$ cat config.mk
export PLATFORM = sky130hd
export DESIGN_NAME = spi_rd_seq
export DESIGN_NICKNAME = d
export VERILOG_FILES = /design/src/rtl/spi_rd_pkg.sv /design/src/rtl/spi_rd_cfg.sv /design/src/rtl/spi_rd_engine.sv /design/src/rtl/spi_rd_seq.sv
export SDC_FILE = /design/constraint.sdc
export NUM_CORES = 1
export LEC_CHECK = 0
export BUFFER_PORTS_ARGS = -buffer_cell sky130_fd_sc_hd__buf_4
export CAP_MARGIN = 20
export CORE_ASPECT_RATIO = 1.5
export CORE_MARGIN = 1
export CORE_UTILIZATION = 50
export CTS_BUF_LIST = sky130_fd_sc_hd__clkbuf_8
export DETAILED_ROUTE_END_ITERATION = 6
export GPL_ROUTABILITY_DRIVEN = 0
export PLACE_DENSITY = 0.71
export SYNTH_ARGS = -nofsm -noshare
export SYNTH_HDL_FRONTEND = slang
export SYNTH_SLANG_ARGS = --single-unit
$ cat constraint.sdc
create_clock -name clk -period 2.3 [get_ports clk]
set_input_delay 0.46 -clock clk [delete_from_list [all_inputs] [get_ports clk]]
set_output_delay 0.46 -clock clk [all_outputs]
set_load 0.05 [all_outputs]
$ cat src/rtl/spi_rd_pkg.sv
package spi_rd_pkg;

    localparam int ADDR_W = 32;
    localparam int NUM_CS = 2;

    localparam logic [7:0] CMD_RD3 = 8'h03;
    localparam logic [7:0] CMD_RD4 = 8'h13;

    localparam logic [3:0] REG_DUMMY  = 4'd0;
    localparam logic [3:0] REG_ADDR4  = 4'd1;
    localparam logic [3:0] REG_UNLOCK = 4'd2;
    localparam logic [3:0] REG_SETUP  = 4'd3;
    localparam logic [3:0] REG_HOLD   = 4'd4;
    localparam logic [3:0] REG_TARGET = 4'd5;
    localparam logic [3:0] REG_MANUAL = 4'd6;
    localparam logic [3:0] REG_ERR    = 4'd7;
    localparam logic [3:0] REG_IRQEN  = 4'd8;
    localparam logic [3:0] REG_STATE  = 4'd9;
    localparam logic [3:0] REG_IDLE   = 4'd10;

    typedef enum logic [2:0] {
        ST_IDLE  = 3'd0,
        ST_SETUP = 3'd1,
        ST_CMD   = 3'd2,
        ST_ADDR  = 3'd3,
        ST_DUMMY = 3'd4,
        ST_DATA  = 3'd5,
        ST_HOLD  = 3'd6
    } seq_state_e;

    typedef struct packed {
        logic [3:0] dummy;
        logic       addr4;
        logic [2:0] setup;
        logic [2:0] hold;
        logic       target;
    } seq_cfg_t;

endpackage

$ cat src/rtl/spi_rd_cfg.sv
module spi_rd_cfg
    import spi_rd_pkg::*;
(
    input  logic       clk,
    input  logic       rst_n,
    input  logic       we_i,
    input  logic [3:0] addr_i,
    input  logic [7:0] wdata_i,
    output logic [7:0] rdata_o,
    input  logic [2:0] state_i,
    input  logic       busy_i,
    output seq_cfg_t   cfg_o,
    output logic       irq_o
);

    typedef struct packed {
        logic [3:0] dummy;
        logic       addr4;
        logic       unlock;
        logic [2:0] setup;
        logic [2:0] hold;
        logic       target;
        logic       manual;
        logic       err;
        logic       irq_en;
    } regs_t;

    regs_t q, d;

    always_comb begin
        d = q;
        if (we_i) begin
            case (addr_i)
                REG_DUMMY:  d.dummy  = wdata_i[3:0];
                REG_ADDR4:  if (q.unlock) d.addr4 = wdata_i[0];
                REG_UNLOCK: d.unlock = wdata_i[0];
                REG_SETUP:  d.setup  = wdata_i[2:0];
                REG_HOLD:   d.hold   = wdata_i[2:0];
                REG_TARGET: d.target = wdata_i[0];
                REG_MANUAL: d.manual = wdata_i[0];
                REG_ERR:    if (wdata_i[0]) d.err = 1'b0;
                REG_IRQEN:  d.irq_en = wdata_i[0];
                default: ;
            endcase
        end
        if (q.manual && busy_i) d.err = 1'b1;
    end

    always_ff @(posedge clk or negedge rst_n) begin
        if (!rst_n) begin
            q       <= '0;
            q.setup <= 3'd1;
            q.hold  <= 3'd5;
        end else begin
            q <= d;
        end
    end

    always_comb begin
        rdata_o = '0;
        case (addr_i)
            REG_DUMMY:  rdata_o[3:0] = q.dummy;
            REG_ADDR4:  rdata_o[0]   = q.addr4;
            REG_UNLOCK: rdata_o[0]   = q.unlock;
            REG_SETUP:  rdata_o[2:0] = q.setup;
            REG_HOLD:   rdata_o[2:0] = q.hold;
            REG_TARGET: rdata_o[0]   = q.target;
            REG_MANUAL: rdata_o[0]   = q.manual;
            REG_ERR:    rdata_o[0]   = q.err;
            REG_IRQEN:  rdata_o[0]   = q.irq_en;
            REG_STATE:  rdata_o[2:0] = state_i;
            REG_IDLE:   rdata_o[0]   = (state_i == 3'd0);
            default: ;
        endcase
    end

    assign cfg_o.dummy  = q.dummy;
    assign cfg_o.addr4  = q.addr4;
    assign cfg_o.setup  = q.setup;
    assign cfg_o.hold   = q.hold;
    assign cfg_o.target = q.target;
    assign irq_o        = q.err & q.irq_en;


    addr4_lock_chk: assert property (@(posedge clk) disable iff (!rst_n)
        (we_i && addr_i == REG_ADDR4 && !q.unlock) |=> $stable(cfg_o.addr4));


    err_clear_chk: assert property (@(posedge clk) disable iff (!rst_n)
        (we_i && addr_i == REG_ERR && wdata_i[0] && !(q.manual && busy_i)) |=> !q.err);


    err_set_chk: assert property (@(posedge clk) disable iff (!rst_n)
        (q.manual && busy_i) |=> q.err);

endmodule

$ cat src/rtl/spi_rd_engine.sv
module spi_rd_engine
    import spi_rd_pkg::*;
#(
    parameter int RD_BYTES = 4
) (
    input  logic                    clk,
    input  logic                    rst_n,
    input  seq_cfg_t                cfg_i,
    input  logic                    req_valid_i,
    input  logic [ADDR_W-1:0]       req_addr_i,
    output logic                    req_ready_o,
    output logic                    rsp_valid_o,
    output logic [RD_BYTES*8-1:0]   rsp_data_o,
    output logic [2:0]              state_o,
    output logic                    sck_o,
    output logic [NUM_CS-1:0]       cs_n_o,
    output logic                    mosi_o,
    input  logic                    miso_i
);

    localparam int DATA_BITS = RD_BYTES * 8;
    localparam int MAX_BITS  = (DATA_BITS > ADDR_W) ? DATA_BITS : ADDR_W;
    localparam int CNT_W     = $clog2(MAX_BITS);

    typedef struct packed {
        seq_state_e             st;
        logic                   ph;
        logic [CNT_W-1:0]       cnt;
        logic [2:0]             dly;
        logic [ADDR_W-1:0]      sr;
        logic [ADDR_W-1:0]      addr;
        logic [DATA_BITS-1:0]   rx;
        logic                   a4;
        logic [3:0]             dmy;
        logic [2:0]             hold;
        logic                   tgt;
        logic                   rsp_v;
    } eng_t;

    eng_t q, d;

    always_comb begin
        d       = q;
        d.rsp_v = 1'b0;
        case (q.st)
            ST_IDLE: begin
                if (req_valid_i) begin
                    d.st   = ST_SETUP;
                    d.dly  = cfg_i.setup;
                    d.addr = req_addr_i;
                    d.a4   = cfg_i.addr4;
                    d.dmy  = cfg_i.dummy;
                    d.hold = cfg_i.hold;
                    d.tgt  = cfg_i.target;
                end
            end
            ST_SETUP: begin
                if (q.dly == 3'd0) begin
                    d.st  = ST_CMD;
                    d.ph  = 1'b0;
                    d.cnt = CNT_W'(7);
                    d.sr  = {(q.a4 ? CMD_RD4 : CMD_RD3), {(ADDR_W-8){1'b0}}};
                end else begin
                    d.dly = q.dly - 3'd1;
                end
            end
            ST_CMD, ST_ADDR, ST_DUMMY, ST_DATA: begin
                d.ph = ~q.ph;
                if (q.ph) begin
                    d.sr = {q.sr[ADDR_W-2:0], 1'b0};
                    if (q.st == ST_DATA) d.rx = {q.rx[DATA_BITS-2:0], miso_i};
                    if (q.cnt != '0) begin
                        d.cnt = q.cnt - CNT_W'(1);
                    end else begin
                        case (q.st)
                            ST_CMD: begin
                                d.st  = ST_ADDR;
                                d.sr  = q.a4 ? q.addr : {q.addr[ADDR_W-9:0], 8'h00};
                                d.cnt = q.a4 ? CNT_W'(ADDR_W-1) : CNT_W'(ADDR_W-9);
                            end
                            ST_ADDR: begin
                                if (q.dmy != 4'd0) begin
                                    d.st  = ST_DUMMY;
                                    d.cnt = CNT_W'(q.dmy) - CNT_W'(1);
                                end else begin
                                    d.st  = ST_DATA;
                                    d.cnt = CNT_W'(DATA_BITS-1);
                                end
                            end
                            ST_DUMMY: begin
                                d.st  = ST_DATA;
                                d.cnt = CNT_W'(DATA_BITS-1);
                            end
                            default: begin
                                d.st    = ST_HOLD;
                                d.dly   = q.hold;
                                d.rsp_v = 1'b1;
                            end
                        endcase
                    end
                end
            end
            ST_HOLD: begin
                if (q.dly == 3'd0) d.st = ST_IDLE;
                else               d.dly = q.dly - 3'd1;
            end
            default: d.st = ST_IDLE;
        endcase
    end

    always_ff @(posedge clk or negedge rst_n) begin
        if (!rst_n) begin
            q    <= '0;
            q.st <= ST_IDLE;
        end else begin
            q <= d;
        end
    end

    logic shifting;
    assign shifting    = (q.st == ST_CMD) || (q.st == ST_ADDR) ||
                         (q.st == ST_DUMMY) || (q.st == ST_DATA);
    assign sck_o       = shifting && q.ph;
    assign mosi_o      = ((q.st == ST_CMD) || (q.st == ST_ADDR)) && q.sr[ADDR_W-1];
    assign req_ready_o = (q.st == ST_IDLE);
    assign rsp_valid_o = q.rsp_v;
    assign rsp_data_o  = q.rx;
    assign state_o     = q.st;

    for (genvar i = 0; i < NUM_CS; i++) begin : g_cs
        assign cs_n_o[i] = !((q.st != ST_IDLE) && (q.tgt == 1'(i)));
    end


    cs_onehot_chk: assert property (@(posedge clk) disable iff (!rst_n)
        $countones(~cs_n_o) <= 1);


    sck_in_cs_chk: assert property (@(posedge clk) disable iff (!rst_n)
        sck_o |-> (cs_n_o != '1));


    accept_chk: assert property (@(posedge clk) disable iff (!rst_n)
        (req_valid_i && req_ready_o) |=> !req_ready_o);


    rsp_pulse_chk: assert property (@(posedge clk) disable iff (!rst_n)
        rsp_valid_o |=> !rsp_valid_o);


    hold_cs_chk: assert property (@(posedge clk) disable iff (!rst_n)
        rsp_valid_o |-> (cs_n_o != '1) && !sck_o);

endmodule

$ cat src/rtl/spi_rd_seq.sv
module spi_rd_seq
    import spi_rd_pkg::*;
#(
    parameter int RD_BYTES = 4
) (
    input  logic                  clk,
    input  logic                  rst_n,
    input  logic                  req_valid,
    output logic                  req_ready,
    input  logic [31:0]           req_addr,
    output logic                  rsp_valid,
    output logic [RD_BYTES*8-1:0] rsp_data,
    input  logic                  cfg_we,
    input  logic [3:0]            cfg_addr,
    input  logic [7:0]            cfg_wdata,
    output logic [7:0]            cfg_rdata,
    output logic                  irq,
    output logic                  spi_sck,
    output logic [1:0]            spi_cs_n,
    output logic                  spi_mosi,
    input  logic                  spi_miso
);

    seq_cfg_t   cfg;
    logic [2:0] state;
    logic       busy;

    assign busy = (state != 3'd0);

    spi_rd_cfg u_cfg (
        .clk     (clk),
        .rst_n   (rst_n),
        .we_i    (cfg_we),
        .addr_i  (cfg_addr),
        .wdata_i (cfg_wdata),
        .rdata_o (cfg_rdata),
        .state_i (state),
        .busy_i  (busy),
        .cfg_o   (cfg),
        .irq_o   (irq)
    );

    spi_rd_engine #(.RD_BYTES(RD_BYTES)) u_engine (
        .clk         (clk),
        .rst_n       (rst_n),
        .cfg_i       (cfg),
        .req_valid_i (req_valid),
        .req_addr_i  (req_addr),
        .req_ready_o (req_ready),
        .rsp_valid_o (rsp_valid),
        .rsp_data_o  (rsp_data),
        .state_o     (state),
        .sck_o       (spi_sck),
        .cs_n_o      (spi_cs_n),
        .mosi_o      (spi_mosi),
        .miso_i      (spi_miso)
    );

endmodule

Word level (Yosys, flattened, before mapping):

Index checks and enable logic that the tools add are counted.

* register bits after elaboration: 134
* logic and storage cells: 127
* output and inout bits: 47

* bitwise logic cells: 3
* add/subtract/negate cells: 3
* eq/ne operators: 24
* reductions and logical operators: 40
* multiplexer cells: 36

Operators with widths (number)
* 32-bit 2-to-1 mux: 3
* 32-bit case mux with 2 select lines: 1
* 40-bit 2-to-1 mux: 1
* 35-bit 2-to-1 mux: 1
* 3-bit 2-to-1 mux: 7
* 3-bit case mux with 3 select lines: 2
* 2-bit AND reduction: 9
* 4-bit by 3-bit == test with 1-bit output, second input constant: 4
* 5-bit 2-to-1 mux: 3
* 5-bit case mux with 3 select lines: 1
* 4-bit == test, second input constant: 3
* 3-bit case mux with 4 select lines: 1
* 6-bit case mux with 2 select lines: 1
* 3-bit AND reduction: 4
* 1-bit case mux with 11 select lines: 1
* 1-bit 2-to-1 mux: 10
* 3-bit == test, second input constant: 3
* 9-bit 2-to-1 mux: 1
* 4-bit by 2-bit == test with 1-bit output, second input constant: 2
* 2-bit inequality test, second input constant: 4
* 2-bit case mux with 4 select lines: 1
* 2-bit nonzero test: 4
* 3-bit by 2-bit == test with 1-bit output, second input constant: 2
* 3-bit logical NOT: 2
* 24 further kinds: 35

Logic depth before layout (Yosys ltp):

* word-level depth: 6
* depth in mapped cells: 8

Modules after synthesis:

From an unflattened synthesis, not the netlist that was laid out.

* cells, all modules: 629
* area total of the unflattened synthesis: 6905.4 sq um

Modules (own cells, without submodules)
* spi_rd_engine: area each 5839.4 sq um, cells each 531, times used 1
* spi_rd_cfg: area each 1059.8 sq um, cells each 97, times used 1
* spi_rd_seq: area each 6.3 sq um, cells each 1, times used 1

Worst setup path after synthesis:

Ideal clock, no wire load.

* path type: input to output
* start point: input cfg_addr[1]
* end point: output cfg_rdata[3]
* stages on the path: 3
* data arrival time: 2.232 ns
* required time: 1.840 ns
* path slack: -0.392 ns
* cells stage by stage: clkbuf_1 > or3_1 > nor3b_1

* longest elaborated chain between the ends: 2

RTL lines
* from (decl): RTL line spi_rd_seq.sv:14 `input logic [3:0] cfg_addr,`
* 4-bit logical NOT: RTL line spi_rd_cfg.sv:61 `case (addr_i)`
* 1-bit 2-to-1 mux: RTL line spi_rd_cfg.sv:61
* to (decl): RTL line spi_rd_seq.sv:16 `output logic [7:0] cfg_rdata,`

Every way passes these cells.

Worst setup path in the final report:

* start point: register u_cfg.q[10] (netlist bit)
* end point: output cfg_rdata[0]

* longest elaborated chain between the ends: 1

RTL lines
* from (decl): RTL line spi_rd_cfg.sv:28 `regs_t q, d;`
* 1-bit case mux with 11 select lines: RTL line spi_rd_cfg.sv:61

Every way passes these cells.

==> impl_metrics.yaml <==
layout:
  multiInputGateArea_um2: 2970
  fillCellCount: 1095
  num_antenna_cells: 0
  drive_gt1_frac: 0.420
  syn2layout_area_growth_pct: 17.9
  final_util: 0.609
  fin_cells: 814
  layout_commonest_cell: "dfrtp_1"
  seq_area_um2: 3360
  final_cell_mix: "131 x dfrtp_1, 112 x mux2_2, 101 x buf_4, 48 x nand2_1, 32 x mux2i_1"
  final_nets: 696
route:
  firstDrtPassIters: 4
  wl_per_cell_um: 16.8
  routed_via_density: 5.58
  postRouteAntennaNets: 0
  drt-initial-drc-count: 164
  wl_um: 13700
  post-route-drc-count: 0
  vias: 4544
setup_path:
  r2r-start: "u_engine.q[109]"
  critPathCaptureType: "primary output"
  crit_chain: "mux2_4 -> a22oi_2 -> o21ai_1 -> o31a_2 -> buf_8"
  worst-endpoint-arrival_ps: 1790
  worst-path-max-fanout: 3
  worstPathRequired_ps: 1840
  cpMaxStageDelayCell: "dfrtp_1"
  startpoint_type: "register"
  crit_start: "u_cfg.q[10]"
  slowest_delay_ps: 400
  crit_type: "register to primary output"
die:
  dieArea_um2: 13900
  die_w_um: 96.7
  core_um2: 13000
  row_count: 51
  die_h_um: 144
  initial_core_util: 0.516
  ioPinCount: 96
clocking:
  clk_pin_slew_ps: 80
  cts_buffers: 17
  cts_tree: "yes"
  insertion_delay_ps: 440
  clock_sinks: 134
  h-tree-depth: 4
  cts_buffer_depth: 2
  clock-root-buffer: "clkbuf_8"
grt:
  overflow: 0
  grt_max_degree: 49
  grt_pass1_vias: 4647
  groute.usage.overall: 0.205
  grt_pass1_wl_um: 22500
  grt_antenna_before_repair: 0
synthesis:
  netlist.area_leader.share: 0.488
  synth_edf_count: 0
  syn_area_per_cell_um2: 11.6
  synth_area_um2: 6720
  async_reset_ff_frac: 1.00
  ys_types: 55
  synth_top_area_cell: "dfrtp_1"
  synth_seq_cells: 134
  synth-seq-area-share: 0.500
  netlist_top_cells_area: "dfrtp_1 49%, mux2_2 19%, mux2i_1 4.8%"
  synthCells: 580
  synthFlopType: "dfrtp_1"
  ys_warn_count: 0
sta:
  fin_crit_sh: 0.978
  slew_headroom: 0.658
  whs_ps: 254
  tightestPinTransition_ps: 514
  fin_worst_skew_ps: 12.4
  hold_viol: 0
  setup_tns_ps: 0
  period_minus_slack_ps: 2250
  finalMaxSlewViolations: 0
  setup_viol: 0
  rsz0062_at_grt: "yes"
  fmax_mhz: 444
flow_run:
  maxCapViolCount: 0
hold_path:
  hp-start: "req_addr[6]"
  worst_hold_path_type: "primary input to register"
pwr:
  ir_worst_vdd_uv: 369
  p_leak_nw: 3.67
  powerDensity_nw_per_um2: 619
placement:
  post-dp-hpwl_um: 9630
  io_buffers: 87
  dp_cells: 780
status:
  run_status: "complete, no violations"
==> final timing paths <==
kind / cells after the start / to / slack, ps
max: 5 / cfg_rdata[0] / 50
min: 2 / u_engine.q[48] / 250
max reg2reg: 7 / u_engine.q[107] / 110
min reg2reg: 2 / u_engine.q[96] / 490
max in group asynchronous: 3 / u_engine.q[70] / 1110
min in group asynchronous: 2 / u_engine.q[1] / 530
==> area by class of cell <==
class                           count  area share
Sequential cell                   134       0.424
Multi-Input combinational cell    367       0.375
Timing Repair Buffer              110       0.117
Clock buffer                       18      0.0313
Tap cell                          159      0.0251
Clock inverter                     14      0.0231
Inverter                           12     0.00568
==> power breakdown <==
group          leakage, nW  internal (W)  switching (W)  total [W]
clock                0.224       0.00120       0.000894    0.00210
sequential            1.80       0.00243      0.0000511    0.00248
combinational         1.65      0.000162       0.000170   0.000332
total                 3.67       0.00379        0.00112    0.00491
==> critical path, delay by kind of cell, from the launching register on <==
kind	cells	cell delay (ps)
AOI/OAI and AO/OA	3	520
buffers and inverters	1	150
DFF	1	400
muxes	1	280
==> kinds of logic (layout without fill, tap and decap cells) <==
group,after synthesis,count (layout),share of synthesized area
other,1,4,0.000558
buffers and inverters,82,154,0.0708
multiplexers,146,146,0.240
flip-flops,134,134,0.500
adder cells (fa/ha/maj),5,5,0.00931
AO/OA/AOI/OAI,91,91,0.0840
XOR/XNOR,5,5,0.00652
AND/OR/NAND/NOR,116,116,0.0888
==> sequential cells by signal (all words and copies together), names as in the netlist <==
register,count
u_cfg.cfg_o,12
u_cfg.q,4
u_engine.q,82
u_engine.rsp_data_o,32
u_engine.rsp_valid_o,1
u_engine.state_o,3
==> metrics by stage <==
stage	area [um2]	worst slack, ps	power, W
global placement	7420	33.5	0.00283
detailed placement	7420	11.7	0.00284
global route	7920	-36.0	0.00511
floorplan	6750	57.0	0.00268
finish	7920	50.0	0.00491
CTS	7890	4.83	0.00495
==> layer usage <==
layer / global-route usage / share of wire / vias up / routed length (um)
li1: - / - / 2147 / -
met1: 0.233 / 0.40 / 2275 / 5420
met2: 0.366 / 0.55 / 96 / 7470
met3: 0.0411 / 0.032 / 26 / 445
met4: 0.105 / 0.027 / 0 / 367
met5: 0 / 0 / - / 0
==> synth_stat cells, types with 4 or more instances <==
| library cell | count |
|---|---|
| mux2i_1 | 32 |
| nand3_1 | 8 |
| mux2_2 | 113 |
| o21ai_0 | 17 |
| buf_1 | 4 |
| clkbuf_1 | 19 |
| o22ai_1 | 4 |
| nand3b_1 | 4 |
| a21oi_1 | 8 |
| ha_1 | 5 |
| nor3b_1 | 4 |
| o211ai_1 | 4 |
| nor2b_1 | 5 |
| buf_4 | 36 |
| nor3_1 | 5 |
| dfrtp_1 | 131 |
| inv_1 | 12 |
| a2bb2oi_1 | 4 |
| o21ai_1 | 28 |
| nor2_1 | 13 |
| nand2_1 | 48 |
| buf_2 | 8 |
| and2_1 | 10 |
| nand2b_1 | 7 |
==> timing repair <==
item                       CTS  global route
setup endpoints to repair    2            23
resized for setup            7             7
hold buffers                 1             0
pin swaps                    1             1
hold endpoints to repair     5             0
buffers inserted             1             0
No activity file was read; power rests on OpenSTA's default activity.
